`src/rtl/clzw_pkg.sv`:
```
package clzw_pkg;
    localparam int unsigned XLEN      = 64;
    localparam int unsigned WORD_W    = 32;
    localparam int unsigned CNT_W     = $clog2(WORD_W) + 1;
    localparam int unsigned REG_IDX_W = 5;
    localparam int unsigned CR_W      = 4;
    localparam logic [5:0]  OPC_MAIN  = 6'd31;
    localparam logic [9:0]  OPC_EXT   = 10'd26;

    typedef struct packed {
        logic                  valid;
        logic [REG_IDX_W-1:0]  dst;
        logic [XLEN-1:0]       res;
        logic                  gpr_we;
        logic [CR_W-1:0]       cr;
        logic                  cr_we;
        logic                  illegal;
    } exu_state_t;
endpackage

```
`src/rtl/clzw_decode.sv`:
```
module clzw_decode
    import clzw_pkg::*;
(
    input  logic [31:0]          instr,
    output logic                 legal,
    output logic                 record_form,
    output logic [REG_IDX_W-1:0] dst_idx
);
    // Big-endian field numbering: bit 0 of the word is port bit 31.
    logic [5:0] main_op;
    logic [9:0] ext_op;

    always_comb begin
        main_op     = instr[31:26];
        ext_op      = instr[10:1];
        legal       = (main_op == OPC_MAIN) && (ext_op == OPC_EXT);
        record_form = instr[0];
        dst_idx     = instr[20:16];
    end
endmodule

```
`src/rtl/clzw_lzc.sv`:
```
module clzw_lzc #(
    parameter int unsigned W = 32,
    localparam int unsigned LVL = $clog2(W)
) (
    input  logic [W-1:0] word,
    output logic [LVL:0] count
);
    // Halving tree: stage i tests the top 2**i bits and shifts them out when they are zero.
    logic [W-1:0]   stg [0:LVL];
    logic [LVL-1:0] bits;

    assign stg[LVL] = word;

    for (genvar i = LVL - 1; i >= 0; i--) begin : g_stage
        localparam int unsigned HALF = 2 ** i;
        logic top_zero;
        assign top_zero = (stg[i+1][W-1 -: HALF] == '0);
        assign bits[i]  = top_zero;
        assign stg[i]   = top_zero ? (stg[i+1] << HALF) : stg[i+1];
    end

    always_comb begin
        if (word == '0) count = (LVL+1)'(W);
        else            count = {1'b0, bits};
    end
endmodule

```
`src/rtl/clzw_crgen.sv`:
```
module clzw_crgen
    import clzw_pkg::*;
(
    input  logic [CNT_W-1:0] count,
    input  logic             so,
    output logic [CR_W-1:0]  cr
);
    logic is_zero;

    always_comb begin
        // Signed compare of a nonnegative count against zero: never less-than.
        is_zero = (count == '0);
        cr      = {1'b0, !is_zero, is_zero, so};
    end
endmodule

```
`src/rtl/clz_word_exu.sv`:
```
module clz_word_exu
    import clzw_pkg::*;
(
    input  logic        clk,
    input  logic        rst,
    input  logic        in_valid,
    input  logic [31:0] instr,
    input  logic [63:0] src_val,
    input  logic        so_in,
    output logic        out_valid,
    output logic [4:0]  dst_idx,
    output logic [63:0] result,
    output logic        gpr_we,
    output logic [3:0]  cr_field,
    output logic        cr_we,
    output logic        illegal
);
    logic                 dec_legal;
    logic                 dec_rec;
    logic [REG_IDX_W-1:0] dec_dst;
    logic [CNT_W-1:0]     cnt;
    logic [CR_W-1:0]      cr_calc;
    exu_state_t           st_d, st_q;

    clzw_decode u_dec (
        .instr       (instr),
        .legal       (dec_legal),
        .record_form (dec_rec),
        .dst_idx     (dec_dst)
    );

    clzw_lzc #(.W(WORD_W)) u_lzc (
        .word  (src_val[WORD_W-1:0]),
        .count (cnt)
    );

    clzw_crgen u_cr (
        .count (cnt),
        .so    (so_in),
        .cr    (cr_calc)
    );

    always_comb begin
        st_d         = st_q;
        st_d.valid   = in_valid;
        st_d.gpr_we  = 1'b0;
        st_d.cr_we   = 1'b0;
        st_d.illegal = 1'b0;
        if (in_valid) begin
            st_d.dst     = dec_dst;
            st_d.res     = {{(XLEN-CNT_W){1'b0}}, cnt};
            st_d.cr      = cr_calc;
            st_d.gpr_we  = dec_legal;
            st_d.cr_we   = dec_legal && dec_rec;
            st_d.illegal = !dec_legal;
        end
    end

    always_ff @(posedge clk) begin
        if (rst) st_q <= '0;
        else     st_q <= st_d;
    end

    assign out_valid = st_q.valid;
    assign dst_idx   = st_q.dst;
    assign result    = st_q.res;
    assign gpr_we    = st_q.gpr_we;
    assign cr_field  = st_q.cr;
    assign cr_we     = st_q.cr_we;
    assign illegal   = st_q.illegal;

    assert_no_write_on_illegal_R2: assert property (@(posedge clk) disable iff (rst)
        illegal |-> (!gpr_we && !cr_we));
    assert_upper_result_zero_R6: assert property (@(posedge clk) disable iff (rst)
        gpr_we |-> (result[63:6] == '0 && result[5:0] <= 6'd32));
    assert_cr_only_with_write_R8: assert property (@(posedge clk) disable iff (rst)
        cr_we |-> gpr_we);
    assert_cr_never_lt_R9: assert property (@(posedge clk) disable iff (rst)
        cr_we |-> (!cr_field[3] && (cr_field[2] != cr_field[1])));
    assert_eq_iff_zero_R9: assert property (@(posedge clk) disable iff (rst)
        cr_we |-> (cr_field[1] == (result == '0)));
    assert_valid_follows_R10: assert property (@(posedge clk) disable iff (rst)
        in_valid |=> out_valid);
    assert_idle_follows_R10: assert property (@(posedge clk) disable iff (rst)
        !in_valid |=> (!out_valid && !gpr_we && !cr_we && !illegal));
    assert_so_copied_R9: assert property (@(posedge clk) disable iff (rst)
        (in_valid && $past(!rst)) |=> (cr_field[0] == $past(so_in)));
endmodule

```
`config.mk`:
```
export PLATFORM = sky130hd
export DESIGN_NAME = clz_word_exu
export DESIGN_NICKNAME = d
export VERILOG_FILES = /design/src/rtl/clzw_pkg.sv /design/src/rtl/clzw_decode.sv /design/src/rtl/clzw_lzc.sv /design/src/rtl/clzw_crgen.sv /design/src/rtl/clz_word_exu.sv
export SDC_FILE = /design/constraint.sdc
export NUM_CORES = 1
export LEC_CHECK = 0
export ABC_AREA = 1
export BUFFER_PORTS_ARGS = -buffer_cell sky130_fd_sc_hd__buf_2
export CAP_MARGIN = 20
export CORE_MARGIN = 5
export CORE_UTILIZATION = 28
export DETAILED_ROUTE_END_ITERATION = 12
export GPL_ROUTABILITY_DRIVEN = 0
export SKIP_CTS_REPAIR_TIMING = 1
export SLEW_MARGIN = 10
export SYNTH_ARGS = -nofsm -noshare
export SYNTH_HDL_FRONTEND = slang
export SYNTH_HIERARCHICAL = 1
export SYNTH_SLANG_ARGS = --single-unit
```
`constraint.sdc`:
```
create_clock -name clk -period 2.37 [get_ports clk]
set_input_delay 0.237 -clock clk [delete_from_list [all_inputs] [get_ports clk]]
set_output_delay 0.237 -clock clk [all_outputs]
set_load 0.02 [all_outputs]
```
# [Yosys cells after proc, flatten, opt, wreduce, memory -nomap -nowiden]
# Index checks and enable logic that the tools add are counted.
[classes] reduce_logical=11 eq_ne=2 n_mux=5 bitwise=2
[ops] op="two-way mux 32 bit" n=4
[ops] op="zero test 32 bit" n=1
[ops] op="zero test 16 bit" n=1
[ops] op="== test 10 x 5 -> 1 bit, second input constant" n=1
[ops] op="zero test 8 bit" n=1
[ops] op="== test 6 x 5 -> 1 bit, second input constant" n=1
[ops] op="zero test 6 bit" n=1
[ops] op="two-way mux 6 bit" n=1
[ops] op="zero test 4 bit" n=1
[ops] op="logical AND 1 bit" n=2
[ops] op="zero test 1 bit" n=2
[ops] op="zero test 2 bit" n=1
[ops] op="NOT 1 bit" n=2
[ops] op="OR reduction 2 bit" n=1
[totals] out_inout_bits=77 in_bits=100 reg_bits=18

# [Depth between registers and ports, before layout]
# Gate-level depths: netlist of run 1.
[depth] ltp_word=12 mapped_depth=24 ltp_nobuf=22

# [Hierarchy]
# Netlist of run 1, hierarchy kept.
[by_module_without_submodules] module="clz_word_exu" seq_area_each_um2=380.4 instances=1 area_each_um2=1163.6 cells_each=165
[by_module_without_submodules] module="clzw_lzc" seq_area_each_um2=0.0 instances=1 area_each_um2=680.7 cells_each=113
[by_module_without_submodules] module="clzw_decode" seq_area_each_um2=0.0 instances=1 area_each_um2=131.4 cells_each=29
[by_module_without_submodules] module="clzw_crgen" seq_area_each_um2=0.0 instances=1 area_each_um2=53.8 cells_each=11

# [Worst setup path before layout of run 1]
# No wires, ideal clock.
[synth_path] kind="input-to-reg" start="input port src_val[24]" end="register st_q (netlist bit cr_field[1])" setup_slack_ns=0.288 arrival_ns=2.019 setup_ns=0.064 cell_stages=23 cell_sequence="nor2_1 > nand2_2 > nor2_4 > nand2_2 > buf_6 > nand2_2 > nand2_2 > nand2_4 > nor2_8 > nand3_2 > nand2_2 > nor2_4 > nand3_1 > nand2_1 > a21oi_2 > nor2_1 > inv_1 > nor2_1 > buf_4 > inv_1 > nand2_1 > nand2_1 > nor2_1"
[synth_via] elab_chain_cells=11
[synth_rtl] element="start: declaration" line="clz_word_exu.sv:8" rtl="input logic [63:0] src_val,"
[synth_rtl] element="zero test 16 bit" line="clzw_lzc.sv:17" rtl="assign top_zero = (stg[i+1][W-1 -: HALF] == '0);"
[synth_rtl] element="two-way mux 32 bit" line="clzw_lzc.sv:19" rtl="assign stg[i] = top_zero ? (stg[i+1] << HALF) : stg[i+1];"
[synth_rtl] element="zero test 8 bit" line="clzw_lzc.sv:17"
[synth_rtl] element="two-way mux 32 bit" line="clzw_lzc.sv:19"
[synth_rtl] element="zero test 4 bit" line="clzw_lzc.sv:17"
[synth_rtl] element="two-way mux 32 bit" line="clzw_lzc.sv:19"
[synth_rtl] element="zero test 2 bit" line="clzw_lzc.sv:17"
[synth_rtl] element="two-way mux 32 bit" line="clzw_lzc.sv:19"
[synth_rtl] element="NOT 1 bit" line="clzw_lzc.sv:17"
[synth_rtl] element="two-way mux 6 bit *" line="clzw_lzc.sv:23" rtl="if (word == '0) count = (LVL+1)'(W);"
[synth_rtl] element="named net cnt[0]" line="clz_word_exu.sv:21" rtl="logic [CNT_W-1:0] cnt;"
[synth_rtl] element="zero test 6 bit *" line="clzw_crgen.sv:12" rtl="is_zero = (count == '0);"
[synth_rtl] element="named net u_cr.is_zero" line="clzw_crgen.sv:8" rtl="logic is_zero;"
[synth_rtl] element="end signal: assignment" line="clz_word_exu.sv:61" rtl="else st_q <= st_d;"
[synth_rtl] element="end: declaration" line="clz_word_exu.sv:23" rtl="exu_state_t st_d, st_q;"
# The timed path passes the listed nets; every way through them passes the cells marked *.
# A chain may end at the register's enable or synchronous reset.

# [Worst setup path after layout of run 1]
[layout_path] start="input port src_val[18]" end="register st_q (netlist bit cr_field[1])"
[layout_via] elab_chain_cells=11
[layout_rtl] element="zero test 16 bit" line="clzw_lzc.sv:17"
[layout_rtl] element="two-way mux 32 bit" line="clzw_lzc.sv:19"
[layout_rtl] element="zero test 8 bit" line="clzw_lzc.sv:17"
[layout_rtl] element="two-way mux 32 bit" line="clzw_lzc.sv:19"
[layout_rtl] element="zero test 4 bit" line="clzw_lzc.sv:17"
[layout_rtl] element="two-way mux 32 bit" line="clzw_lzc.sv:19"
[layout_rtl] element="zero test 2 bit" line="clzw_lzc.sv:17"
[layout_rtl] element="two-way mux 32 bit" line="clzw_lzc.sv:19"
[layout_rtl] element="NOT 1 bit" line="clzw_lzc.sv:17"
[layout_rtl] element="two-way mux 6 bit *" line="clzw_lzc.sv:23"
[layout_rtl] element="named net cnt[0]" line="clz_word_exu.sv:21"
[layout_rtl] element="zero test 6 bit *" line="clzw_crgen.sv:12"
[layout_rtl] element="named net cr_calc[1]" line="clz_word_exu.sv:22" rtl="logic [CR_W-1:0] cr_calc;"
# Marks and branches as above.

==> PnR_summary.wiki, run 1 <==
{| class="wikitable"
! Metric !! Value
|-
| Sequential element share of the synthesized area || a little under a fifth
|-
| Core region area || slightly above 7000 um^2
|-
| Post-route antenna net violation count || 0
|-
| Number of levels the H-tree was split into || 1
|-
| Synth Area in Simple Gates || 40.9%
|-
| Maximum achievable frequency || between 400 and 500 MHz
|-
| Synth-to-layout area growth || 16.6%
|-
| Power Density || 367 nW/um^2
|-
| Run status || completed
|-
| Clock tree from TritonCTS || yes
|-
| Post-detailed-route DRC marker count || 0
|-
| Internal power component || ~0.00055 W
|-
| Worst slew margin relative to its limit || between 60% and 70%
|-
| Fill cell count || about 850
|-
| Max-cap check violation count || 0
|-
| Clock network latency to the later pin of the worst-skew pair || between 0.2 and 0.3 ns
|-
| Fraction of final layout cells sized beyond drive strength 1 || 33.8%
|-
| Starting Density || ~28%
|-
| Top-level I/O count || roughly 180
|-
| Clock Skews || 0 ns
|-
| Clock slew at reported path FFs || roughly 0.070 ns
|-
| Crit path required time || between 2 and 3 ns
|-
| Max-slew violations || 0
|-
| Critical path arrival || ~2.3 ns
|-
| WL per Instance || roughly 9 um
|-
| Overall routing resource usage || a little over 9%
|-
| Synth top area share || between 20% and 30%
|-
| Via-to-Cell Ratio || between 3 and 4
|-
| Mapped Area || between 2000 and 2500 um^2
|-
| Startpoint type of the worst setup path || primary input
|-
| Reg power frac || between 30% and 40%
|-
| Total global routing overflow || 0
|-
| Total negative setup slack || 0 ns
|-
| Share of power burned in the clock network || about 25%
|-
| Type of the worst setup path || in2reg
|-
| Total wirelength of the detailed-routed design || around 4.4 mm
|-
| Number of optimization iterations in the first detailed-route pass || 4
|-
| Cell Rows || 31
|-
| DP Wirelength || between 3 and 4 mm
|-
| Number of violations reported at the end of detailed-routing iteration 0 || 64
|-
| Maximum number of buffers from clock root to sink || 2
|-
| Final hold violation count || 0
|-
| Final setup violation count || 0
|-
| Final Non-Filler Cells || 495
|-
| Cell-by-cell listing of the critical path || buf_2 > nor2_2 > nand2_1 > nor2_4 > buf_6 > nand3_1 > nand2_2 > nand2_4 > nor2_8 > nand3_2 > nand2_2 > nor2_4 > a21oi_2 > a21oi_2 > nor2_1 > inv_1 > nor2_1 > inv_1 > nand2_1 > nand2_1 > nor2_1
|-
| Distinct cell type count after synthesis || 25
|-
| Combinational share of power || a little over a third
|-
| Final Critical Period || between 2 and 2.5 ns
|-
| Slew at the pin with the worst max-slew slack || between 0.5 and 0.6 ns
|-
| Switching power as a share of total power || a little over a third
|-
| Final antenna diode count || 0
|-
| Post-synthesis compound-gate area fraction || under 10%
|-
| Largest stage delay on the critical path || 0.19 ns
|-
| Number of global-route vias before repair || 1670
|-
| Number of register bits inferred by synthesis || 19
|-
| Num Clock Sinks || 19
|-
| Chip Width || 95.1 um
|-
| Post-Syn Instances || between 300 and 400
|-
| Root buffer cell || sky130_fd_sc_hd__clkbuf_8
|-
| Post-route clock period utilization || 89.6%
|-
| Standby leakage power || around 1.5 nW
|-
| Number of I/O port buffers || 76
|-
| Critical path's slowest cell || sky130_fd_sc_hd__nor2_4
|-
| Count of placed standard cells including taps || just under 500
|-
| Syn avg cell area || between 6 and 7 um^2
|-
| Class of the worst hold path || in2reg
|-
| CP max FO || 6
|-
| Mux contribution to synthesized area || 0%
|-
| Largest family of logic cells by synthesized area || simple AND/OR/NAND/NOR gates
|-
| Xor/xnor share of the synthesized area || 0%
|-
| Die outline height || between 90 and 100 um
|-
| Wire length of the first global-routing pass || around 7 mm
|-
| Final #Nets || 497
|-
| Total number of vias || roughly 1800
|-
| Synth area leader || sky130_fd_sc_hd__buf_4
|-
| Cell types with the largest area share after synthesis || sky130_fd_sc_hd__buf_4 26%, sky130_fd_sc_hd__dfxtp_1 19%, sky130_fd_sc_hd__nand2_1 11%
|-
| YS warnings || 6
|-
| Peak VDD IR || roughly 0.2 mV
|-
| Pin count of the biggest net entering global routing || 32
|-
| CP endpoint kind || flop
|-
| Number of buffers created by CTS || 3
|-
| Die ar. || 9050 um^2
|-
| Net Switching || about 0.00032 W
|-
| Number of antenna violations at the first check in global routing || 0
|-
| Fraction of the mapped netlist area in adder cells || 0%
|}
power groups by stage:
stage / Sequential (W) / Clock (W) / Combinational [W]
5_1_grt: 0.000348 / 0.000248 / 0.000343
6_report: 0.000345 / 0.000216 / 0.000307
3_5_place_dp: 0.000353 / 0 / 0.000305
4_1_cts: 0.000346 / 0.000232 / 0.000306
2_1_floorplan: 0.000376 / 0 / 0.000274
3_3_place_gp: 0.000352 / 0 / 0.000302
layout make-up:
type	count	area (um^2)	area share, %
clock buffer	4	45.0	1.90
inverter	52	200	8.46
multi-input combinational	232	1130	47.8
sequential	19	380	16.1
tap	99	124	5.23
timing repair buffer	89	485	20.5
logic make-up after synthesis:
kind of cell           after synthesis
buffers and inverters              124
other                                2
AND/OR/NAND/NOR                    164
flip-flops                          19
AO/OA/AOI/OAI                        9
cell usage after synthesis:
cell and number:
sky130_fd_sc_hd__a211oi_2 1, sky130_fd_sc_hd__a21o_1 4, sky130_fd_sc_hd__a21oi_1 2, sky130_fd_sc_hd__a21oi_2 1, sky130_fd_sc_hd__buf_4 71, sky130_fd_sc_hd__buf_6 1, sky130_fd_sc_hd__clkinv_1 1, sky130_fd_sc_hd__conb_1 2
sky130_fd_sc_hd__dfxtp_1 19, sky130_fd_sc_hd__inv_1 49, sky130_fd_sc_hd__inv_2 1, sky130_fd_sc_hd__inv_6 1, sky130_fd_sc_hd__nand2_1 61, sky130_fd_sc_hd__nand2_2 16, sky130_fd_sc_hd__nand2_4 4, sky130_fd_sc_hd__nand3_1 8
sky130_fd_sc_hd__nand3_2 4, sky130_fd_sc_hd__nand3b_1 4, sky130_fd_sc_hd__nand4_1 1, sky130_fd_sc_hd__nor2_1 50, sky130_fd_sc_hd__nor2_2 4, sky130_fd_sc_hd__nor2_4 5, sky130_fd_sc_hd__nor2_8 2, sky130_fd_sc_hd__nor4_1 5
sky130_fd_sc_hd__o21ai_0 1
worst max-delay path: cells and delay by family:
kind	cells	cell delay (ns)
buffers and inverters	4	0.34
AOI/OAI and AO/OA	2	0.22
and+or+nand+nor	15	1.51
sequential cells by signal, summed over array words and instances (netlist names):
name / cells
out_valid: 1
cr_we: 1
illegal: 1
cr_field: 4
gpr_we: 1
result: 6
dst_idx: 5
routing by layer:
metal	track usage, %	vias up	routed length (um)
met1	10.1	778	1620
met2	17.8	58	2400
met4	1.44	0	7
li1	-	964	-
met5	0	-	0
met3	2.13	2	385
cells in the final DEF (no fill, tap or decap), drive strengths merged, types with 3 or more instances in the layout:
master / count
buf: 89
nand2: 81
nor2: 61
conb: 59
inv: 51
dfxtp: 19
nand3: 12
nor4: 5
nand3b: 4
a21o: 4
clkbuf: 4
a21oi: 3
final timing paths:
path | startpoint | end | slack (ns) | depth (start not counted)
min reg2reg | dst_idx[1] | dst_idx[1] | 0.47 | 2
max reg2reg | cr_field[3] | cr_field[3] | 1.81 | 2
max | src_val[18] | cr_field[1] | 0.25 | 21
min | instr[0] | cr_we | 0.20 | 3
per-stage QoR:
step	util (%)	setup WS [ns]	instance area, um^2	power (W)	hold WS (ns)
detailed placement	32.1	-0.0848	2290	0.000657	0.460
CTS	32.8	0.180	2340	0.000883	0.193
finish	33.2	0.247	2370	0.000868	0.204
global route	33.2	-0.00000200	2370	0.000939	0.197
floorplan	-	0.288	2240	0.000649	0.392
global placement	32.1	-0.000116	2290	0.000654	0.454
Power figures use the tool's default switching activity.
==> run 2: changes to the inputs <==
--- a/config.mk
+++ b/config.mk
@@ -8,10 +8,14 @@
 export ABC_AREA = 1
 export BUFFER_PORTS_ARGS = -buffer_cell sky130_fd_sc_hd__buf_2
 export CAP_MARGIN = 20
+export CELL_PAD_IN_SITES_DETAIL_PLACEMENT = 0
+export CELL_PAD_IN_SITES_GLOBAL_PLACEMENT = 2
 export CORE_MARGIN = 5
-export CORE_UTILIZATION = 28
+export CORE_UTILIZATION = 17
 export DETAILED_ROUTE_END_ITERATION = 12
 export GPL_ROUTABILITY_DRIVEN = 0
+export GPL_TIMING_DRIVEN = 0
+export PLACE_DENSITY_LB_ADDON = 0.1
 export SKIP_CTS_REPAIR_TIMING = 1
 export SLEW_MARGIN = 10
 export SYNTH_ARGS = -nofsm -noshare
==> run 2 against run 1 <==
Combinational power is 31% higher. Global-route usage is 1.5 points lower. Routed wire length is 31% higher. Cell count is 22% higher. Non-clock buffer count is 62 higher. Clock skew stayed put. First-iteration DRC count is 44% lower. Sequential power hardly changed. Critical path type unchanged. Critical endpoint unchanged. Largest power group is now combinational cells.
==> PnR_summary.wiki, run 2 (same netlist as run 1, synthesis figures left out) <==
{| class="wikitable"
! Metric !! Value
|-
| Standby leakage power || about 1.9 nW
|-
| Max FFs per register || 6
|-
| Die outline height || between 100 and 150 um
|-
| Type of the worst setup path || in2reg
|-
| Maximum achievable frequency || approximately 460 MHz
|-
| Cell type with the highest occurrence count on the critical path || sky130_fd_sc_hd__nor2_4
|-
| Final Critical Period || 2.16 ns
|-
| Count of buffer and inverter cells on the critical path || 5
|-
| RSZ-0062 raised after global routing || no
|-
| Critical path's slowest cell || sky130_fd_sc_hd__a211oi_4
|-
| Die ar. || 14200 um^2
|-
| Class of the worst hold path || in2reg
|-
| Post-route antenna net violation count || 0
|-
| Startpoint type of the worst setup path || primary input
|-
| Num Clock Sinks || 19
|-
| Clock network latency to the later pin of the worst-skew pair || between 0.2 and 0.3 ns
|-
| Total power of the final layout || about 0.0011 W
|-
| Cell-by-cell listing of the critical path || buf_2 > nor2_1 > nand2_2 > nor2_4 > buf_4 > nand3_1 > nand2_2 > nand2_4 > nor2_8 > nand2_4 > nor2_4 > nor2_4 > buf_4 > a211oi_4 > nor2_2 > inv_1 > nor2_2 > inv_1 > nand2_1 > nand2_1 > nor2_1
|-
| Number of buffers created by CTS || 3
|-
| Via-to-Cell Ratio || about 3.3
|-
| Post-detailed-route DRC marker count || 0
|-
| Chip Width || ~120 um
|-
| Cell Rows || 40
|-
| Max-cap check violation count || 0
|-
| Total number of vias || 1983
|-
| Final #Nets || ~560
|-
| Synth-to-layout area growth || 49.3%
|-
| Fraction of final layout cells sized beyond drive strength 1 || between 40 and 50%
|-
| Number of I/O port buffers || 69
|-
| Number of levels the H-tree was split into || 1
|-
| Clock slew at reported path FFs || ~0.06 ns
|-
| Number of antenna violations at the first check in global routing || 0
|-
| Pin count of the biggest net entering global routing || 12
|-
| DP Wirelength || between 4 and 5 mm
|-
| CP endpoint kind || flop
|-
| Run status || completed
|-
| Top-level I/O count || between 150 and 200
|-
| Commonest cells after routing, fill and taps aside || 77 x sky130_fd_sc_hd__buf_4, 68 x sky130_fd_sc_hd__buf_2, 59 x sky130_fd_sc_hd__conb_1
|-
| Number of optimization iterations in the first detailed-route pass || 3
|-
| Max-slew violations || 0
|-
| Post-route clock period utilization || between 90% and 100%
|-
| Dpl cell area || roughly 2800 um^2
|-
| Starting Density || between 15 and 20%
|-
| Core region area || ~12000 um^2
|-
| Wire length of the first global-routing pass || just over 9 mm
|-
| Total wirelength of the detailed-routed design || a little under 6 mm
|-
| Dominant delay contributor by cell family on the critical path || simple AND/OR/NAND/NOR gates
|-
| Post-Route Hold Slack || 0.208 ns
|-
| Final setup violation count || 0
|-
| Final antenna diode count || 0
|-
| Root buffer cell || sky130_fd_sc_hd__clkbuf_16
|-
| Clock Skews || 0 ns
|-
| Fin area || approximately 3000 um^2
|-
| Number of global-route vias before repair || 2006
|-
| Maximum number of buffers from clock root to sink || 2
|-
| Clock tree from TritonCTS || yes
|-
| Final hold violation count || 0
|-
| Total negative setup slack || 0 ns
|-
| Most common library cell in the layout ignoring fill and taps || sky130_fd_sc_hd__buf_4
|-
| Power Density || around 360 nW/um^2
|-
| Total global routing overflow || 0
|-
| Overall routing resource usage || under 10%
|-
| Largest stage delay on the critical path || ~0.22 ns
|-
| Critical path arrival || ~2.3 ns
|-
| Crit path required time || about 2.5 ns
|-
| Most flop-heavy register || result
|-
| CP max FO || 6
|-
| WL per Instance || roughly 9.5 um
|-
| Peak VDD IR || 0.212 mV
|-
| Number of violations reported at the end of detailed-routing iteration 0 || 36
|}
-- run 2: changes by cell type in the layout (fill, tap and decap cells not counted), moves of 2 or more --
| cell | delta |
|---|---|
| sky130_fd_sc_hd__buf_4 | +66 |
| sky130_fd_sc_hd__buf_2 | -8 |
| sky130_fd_sc_hd__clkbuf_16 | +4 |
| sky130_fd_sc_hd__clkbuf_8 | -3 |
| sky130_fd_sc_hd__nand2_1 | -3 |
| sky130_fd_sc_hd__buf_6 | +2 |
| sky130_fd_sc_hd__nand2_2 | +2 |
| sky130_fd_sc_hd__nor2_1 | -2 |
| sky130_fd_sc_hd__nor2_2 | +2 |
-- run 2: power by group --
group | internal [W] | switching [W]
combinational | 0.000169 | 0.000234
clock | 0.000226 | 0.000122
sequential | 0.000338 | 0.00000795
-- run 2: worst register-to-register path: cells and delay by family, from the launching register on --
family / cells / cell delay, ns
simple gates: 2 / 0.14
flops: 1 / 0.31
-- run 2: final cells by class --
cell class                 instances  area [um^2]
tap                              147          184
clock buffer                       3         75.1
timing repair buffer              80          463
clock inverter                     1         5.00
fill                            1380         8830
inverter                          52          200
multi-input combinational        232         1180
buffer                            71          546
sequential                        19          380
-- run 2: final timing paths --
check	depth (start not counted)	endpoint	start	slack, ns
setup reg to reg	2	dst_idx[0]	dst_idx[0]	1.82
setup / recovery	21	cr_field[1]	src_val[24]	0.21
hold reg to reg	2	result[2]	result[2]	0.46
hold / removal	3	cr_we	instr[0]	0.21
-- run 2: per-stage QoR --
stage,util (%),worst slack [ns],std cells
global route,25.5,0.0171,605
finish,25.5,0.212,605
global placement,23.4,-0.234,591
detailed placement,23.4,-0.225,591
floorplan,-,0.288,375
CTS,24.1,0.0369,595
-- run 2: per-layer routing --
layer	wire length, um	vias up	global-route usage (%)
met2	2970	69	14.2
met1	2350	817	8.84
li1	-	1095	-
met5	0	-	0
met3	430	2	2.23
met4	17	0	1.09
